[config.mk]
export PLATFORM = sky130hd
export DESIGN_NAME = atspeed_clk_switch
export DESIGN_NICKNAME = d
export VERILOG_FILES = /design/src/rtl/atsw_pkg.sv /design/src/rtl/atsw_trigger.sv /design/src/rtl/atsw_window.sv /design/src/rtl/atsw_gate.sv /design/src/rtl/atspeed_clk_switch.sv
export SDC_FILE = /design/constraint.sdc
export NUM_CORES = 1
export LEC_CHECK = 0
export ABC_AREA = 1
export BUFFER_PORTS_ARGS = -buffer_cell sky130_fd_sc_hd__clkbuf_2
export CORE_AREA = 8 8 45 47
export CTS_CLUSTER_SIZE = 10
export DETAILED_ROUTE_END_ITERATION = 8
export DIE_AREA = 0 0 53 55
export MAX_ROUTING_LAYER = met4
export PLACE_DENSITY = 0.37
export REMOVE_ABC_BUFFERS = 1
export SYNTH_ARGS = -nofsm -noshare
export SYNTH_HDL_FRONTEND = slang
export SYNTH_HIERARCHICAL = 1
export SYNTH_SLANG_ARGS = --single-unit
[constraint.sdc]
create_clock -name clk_func -period 1 [get_ports clk_func]
set_input_delay 0.1 -clock clk_func [delete_from_list [all_inputs] [get_ports clk_func]]
set_output_delay 0.1 -clock clk_func [all_outputs]
set_load 0.1 [all_outputs]
[src/rtl/atsw_pkg.sv]
package atsw_pkg;

  typedef enum logic [1:0] {
    SRC_TEST  = 2'd0,
    SRC_BURST = 2'd1,
    SRC_FUNC  = 2'd2,
    SRC_HOLD  = 2'd3
  } clk_src_e;

  // Window is open from the first stage setting until the last stage catches up.
  function automatic logic pulse_window(input logic first_stg, input logic last_stg);
    return first_stg & ~last_stg;
  endfunction

  function automatic clk_src_e pick_source(input logic shift, input logic fast,
                                           input logic slow, input logic cap);
    if (shift)     return SRC_TEST;
    if (slow)      return cap ? SRC_TEST : SRC_HOLD;
    if (fast)      return SRC_BURST;
    return SRC_FUNC;
  endfunction

endpackage

[src/rtl/atsw_trigger.sv]
module atsw_trigger (
  input  logic clk,
  input  logic rst_n,
  input  logic fast_mode,
  input  logic shift_en,
  output logic trig_q
);
  // Loads on a rising edge; one functional period of delay before the window.
  always_ff @(posedge clk or negedge rst_n) begin
    if (!rst_n) trig_q <= 1'b0;
    else        trig_q <= fast_mode & ~shift_en;
  end
endmodule

[src/rtl/atsw_window.sv]
module atsw_window #(
  parameter int N = 2
) (
  input  logic clk,
  input  logic rst_n,
  input  logic clr,
  input  logic trig,
  output logic win
);
  import atsw_pkg::*;
  localparam int STAGES = N + 1;

  logic [STAGES-1:0] stg;

  // Falling-edge chain: the window moves only while clk is low.
  genvar g;
  generate
    for (g = 0; g < STAGES; g++) begin : g_stage
      logic d;
      if (g == 0) begin : g_head
        assign d = trig;
      end else begin : g_tail
        assign d = stg[g-1];
      end
      always_ff @(negedge clk or negedge rst_n) begin
        if (!rst_n)   stg[g] <= 1'b0;
        else if (clr) stg[g] <= 1'b0;
        else          stg[g] <= d;
      end
    end
  endgenerate

  assign win = pulse_window(stg[0], stg[STAGES-1]);
endmodule

[src/rtl/atsw_gate.sv]
module atsw_gate (
  input  logic clk_in,
  input  logic win,
  input  logic cap_en,
  output logic clk_gated
);
  logic open_q;
  assign open_q    = win & cap_en;
  assign clk_gated = clk_in & open_q;
endmodule

[src/rtl/atspeed_clk_switch.sv]
module atspeed_clk_switch #(
  parameter int N = 2
) (
  input  logic clk_func,
  input  logic clk_test,
  input  logic rst_n,
  input  logic shift_en,
  input  logic cap_en,
  input  logic fast_mode,
  input  logic slow_mode,
  output logic clk_out
);
  import atsw_pkg::*;

  logic     trig_q;
  logic     burst_win;
  logic     burst_clk;
  clk_src_e src_sel;

  atsw_trigger u_trig (
    .clk       (clk_func),
    .rst_n     (rst_n),
    .fast_mode (fast_mode),
    .shift_en  (shift_en),
    .trig_q    (trig_q)
  );

  atsw_window #(.N(N)) u_win (
    .clk   (clk_func),
    .rst_n (rst_n),
    .clr   (shift_en),
    .trig  (trig_q),
    .win   (burst_win)
  );

  atsw_gate u_gate (
    .clk_in    (clk_func),
    .win       (burst_win),
    .cap_en    (cap_en),
    .clk_gated (burst_clk)
  );

  assign src_sel = pick_source(shift_en, fast_mode, slow_mode, cap_en);

  always_comb begin
    unique case (src_sel)
      SRC_TEST:  clk_out = clk_test;
      SRC_BURST: clk_out = burst_clk;
      SRC_FUNC:  clk_out = clk_func;
      default:   clk_out = 1'b0;
    endcase
  end
endmodule

Yosys cells after proc, flatten, opt, wreduce, memory -nomap -nowiden
Index checks and enable logic that the tools add are counted.

cells by class
  divide/modulo/power cells = 0
  shift-type cells = 0
  multipliers = 0
  reduce and logical (&&, ||, !) cells = 1
  equality and inequality tests = 2
  multiplexer cells = 17
  order comparisons = 0
  bitwise operators = 6
  $add $sub $neg = 0

operators with widths
  cell                count
  $mux 2              7
  $mux 1              9
  $and 1x1->1         4
  $pmux 1 s3          1
  $eq 2x1->1 const B  1
  $eq 2x2->1 const B  1
  $logic_not 2->1     1
  $not 1->1           2

word-level totals
  bits in latches = 0
  register bits = 4
  ROM bits = 0
  memories = 0
  bits of input ports = 7
  output and inout bits = 1
  logic and storage cells = 30
  memory bits (writable) = 0

Logic depth before layout (Yosys ltp)
  depth after elaboration = 9
  gate-level depth with buffers = 8
  gate-level depth less buffers = 8

Hierarchy
The synthesis kept the hierarchy.

modules (own cells, without submodules)
  module              sequential area each (µm²)  cells an instance  area an instance (µm²)  instances
  atsw_window         75.1                        10                 101.3                   1
  atspeed_clk_switch  0.0                         14                 55.1                    1
  atsw_trigger        25.0                        3                  35.0                    1
  atsw_gate           0.0                         3                  13.8                    1

==> flow_summary.ini <==
[synth]
netlist_area_um2 = 205.2
syn_inst = 30
yosys_warnings = 6
synth_cell_type_count = 7
postSynthAreaPerCell_um2 = 6.840
synth-seq-cells = 4
synth-seq-area-share_pct = 48.78

[layout]
drive_gt1_share_pct = 40.91
final_cell_mix = inv_1 (10), clkbuf_2 (6), nor2_1 (5), nand2_1 (4)
antenna_cells = 0
mostFrequentLayoutCell = inv_1
area_delta_synth_final_pct = 66.46
multi_input_area_um2 = 73.82
fill_cells = 158
layout.nets = 52
fin_util_pct = 24.68
regArea_um2 = 100.1

[sta]
hold_slack_ns = 0.09494
maxSlewViolCount = 0
relSlewSlack_pct = 91.41
fin_ws_ns = -0.9602
hold_viol = 0
setup_viol = 3
worstMarginPinSlew_ns = 0.1284
rsz0062_at_grt = true
skew_ns = 0.01189

[critical_path]
r2r-end = u_win/g_stage[1].d
crit_slowest_cell = dfrtn_1
worst_ep_required_time_ns = 0.90
path_buf_inv = 3
reg2reg_depth = 2
end_kind = output pin
r2r_start = u_trig/trig_q
crit_path_start_kind = flop
path_common_cell = nand2_2
worstPathArrival_ns = 1.86
slowest_delay_ns = 0.39
r2r_setup_slack_ns = -0.06
critPathTopFamily = simple AND/OR/NAND/NOR gates
criticalPathCategory = flop to output pin
cp_cell_sequence = inv_2, nor2_1, nand2_1, nor2_2, inv_1, nand2_2, nand3_2, nand2_2, clkbuf_16
cp_max_fo = 2

[pwr]
leakage_uw = 0.0001976
vdd_ir_drop_max_uv = 395.2
p_per_area_nw_per_um2 = 1733

[placed_design]
gp_congestion = 0.6831
dp_hpwl_um = 345.7
io_buffers = 7

[floorplan]
chipWidth_um = 53
die-height_um = 55
dieArea_um2 = 2915
row_count = 14
core_um2 = 1384
io_pins = 8
start_util_pct = 14.83

[hold_path]
hold_path_depth = 3
min_path_type = input port to flop
hp-start = fast_mode
min_to = u_trig/trig_q

[run_status]
violations = setup timing
run_status = complete, but fails checks

[clock_network]
cts_tree = done
cts_made_buffers = 3
cts_buffer_depth = 2
clkLatencyLatePin_ns = 0.25
ctsHtreeMaxLevel = 1
cts-root-buf = clkbuf_4
path_clk_slew_ns = 0.05

[drt]
via_per_inst = 3.217
vias = 193
wirelength_um = 489
first_pass_iters = 2
wl_per_cell_um = 8.150
drc_errors = 0
ant_nets = 0
first_iter_violations = 1

[global_route]
grt_pass1_vias = 251
grt_max_degree = 7
track_usage_pct = 4.348
grt_overflow_total = 0
antenna_found_initial = 0
grt_pass1_wl_um = 814

[job]
cap_viol_max_count = 0
==> worst max-delay path by stage <==
| stage | start | end | slack, ns | cells past startpoint |
|---|---|---|---|---|
| 2_1_floorplan | u_win/g_stage[1].d | clk_out | -0.99 | 8 |
| 3_3_place_gp | u_win/g_stage[1].d | clk_out | -0.86 | 9 |
| 3_5_place_dp | u_win/g_stage[1].d | clk_out | -0.86 | 9 |
| 4_1_cts | u_win/g_stage[1].d | clk_out | -0.99 | 9 |
| 5_1_grt | u_win/g_stage[1].d | clk_out | -1.05 | 9 |
| 6_report | u_win/g_stage[1].d | clk_out | -0.96 | 9 |
==> worst reg2reg max path: stages, from the launching register on <==
cell and delay [ns]:
dfrtp_1 0.35, inv_1 0.04, nor2_1 0.03
==> sequential cells by signal, indices dropped and copies added (netlist names) <==
signal           flops
u_win/stg            1
u_trig/trig_q        1
u_win/g_stage.d      2
==> per-layer routing <==
layer	global-route usage, %	part of all wire, %
met2	4.492	57
met5	-	0
met4	7.328	0
met1	3.369	35
met3	4.011	8.4
==> where the power goes <==
| group | switching (uW) | total [uW] | leakage (uW) | internal [uW] |
|---|---|---|---|---|
| Clock | 177 | 378 | 0.0000526 | 201 |
| Sequential | 1.42 | 170 | 0.0000539 | 168 |
| Combinational | 22.5 | 43.9 | 0.0000911 | 21.4 |
| Total | 201 | 592 | 0.000198 | 391 |
==> cells by family (layout without fill, tap and decap cells) <==
| logic type | Yosys count | after routing | share of synthesized area [%] |
|---|---|---|---|
| flops | 4 | 4 | 48.78 |
| buf+inv | 11 | 25 | 20.12 |
| simple gates | 15 | 15 | 31.10 |
==> what timing repair did <==
action / CTS / global route
buffers inserted: 1 / 0
hold endpoints to repair: 1 / 0
hold buffers: 1 / 0
endpoints found under the setup margin: 5 / 3
pin swaps: 2 / 2
gates resized for setup: 4 / 3
==> final cells by class <==
| type | count | area share, % |
|---|---|---|
| Clock buffer | 5 | 15.02 |
| Inverter | 8 | 8.791 |
| Clock inverter | 3 | 3.297 |
| Multi-Input combinational cell | 15 | 21.61 |
| Sequential cell | 4 | 29.30 |
| Timing Repair Buffer | 9 | 16.12 |
| Tap cell | 16 | 5.861 |
==> metrics by stage <==
stage | power [uW] | cells | TNS, ns | setup slack [ns] | area, um2
finish | 591.9 | 60 | -1.024 | -0.9602 | 341.6
global route | 644.2 | 60 | -1.160 | -1.053 | 341.6
CTS | 599.4 | 60 | -1.057 | -0.9871 | 331.6
detailed placement | 311.0 | 54 | -0.9246 | -0.8560 | 267.8
global placement | 311.4 | 54 | -0.9225 | -0.8580 | 267.8
floorplan | 282.9 | 30 | -1.051 | -0.9946 | 205.2
==> Yosys cell counts, drive strengths merged <==
library cell | count | area [um2]
nor2 | 7 | 31.28
nand3 | 2 | 10.01
inv | 11 | 41.29
dfrtn | 3 | 75.07
dfrtp | 1 | 25.02
nand2 | 6 | 22.52
Note: power is estimated with default switching activity, not from simulation.
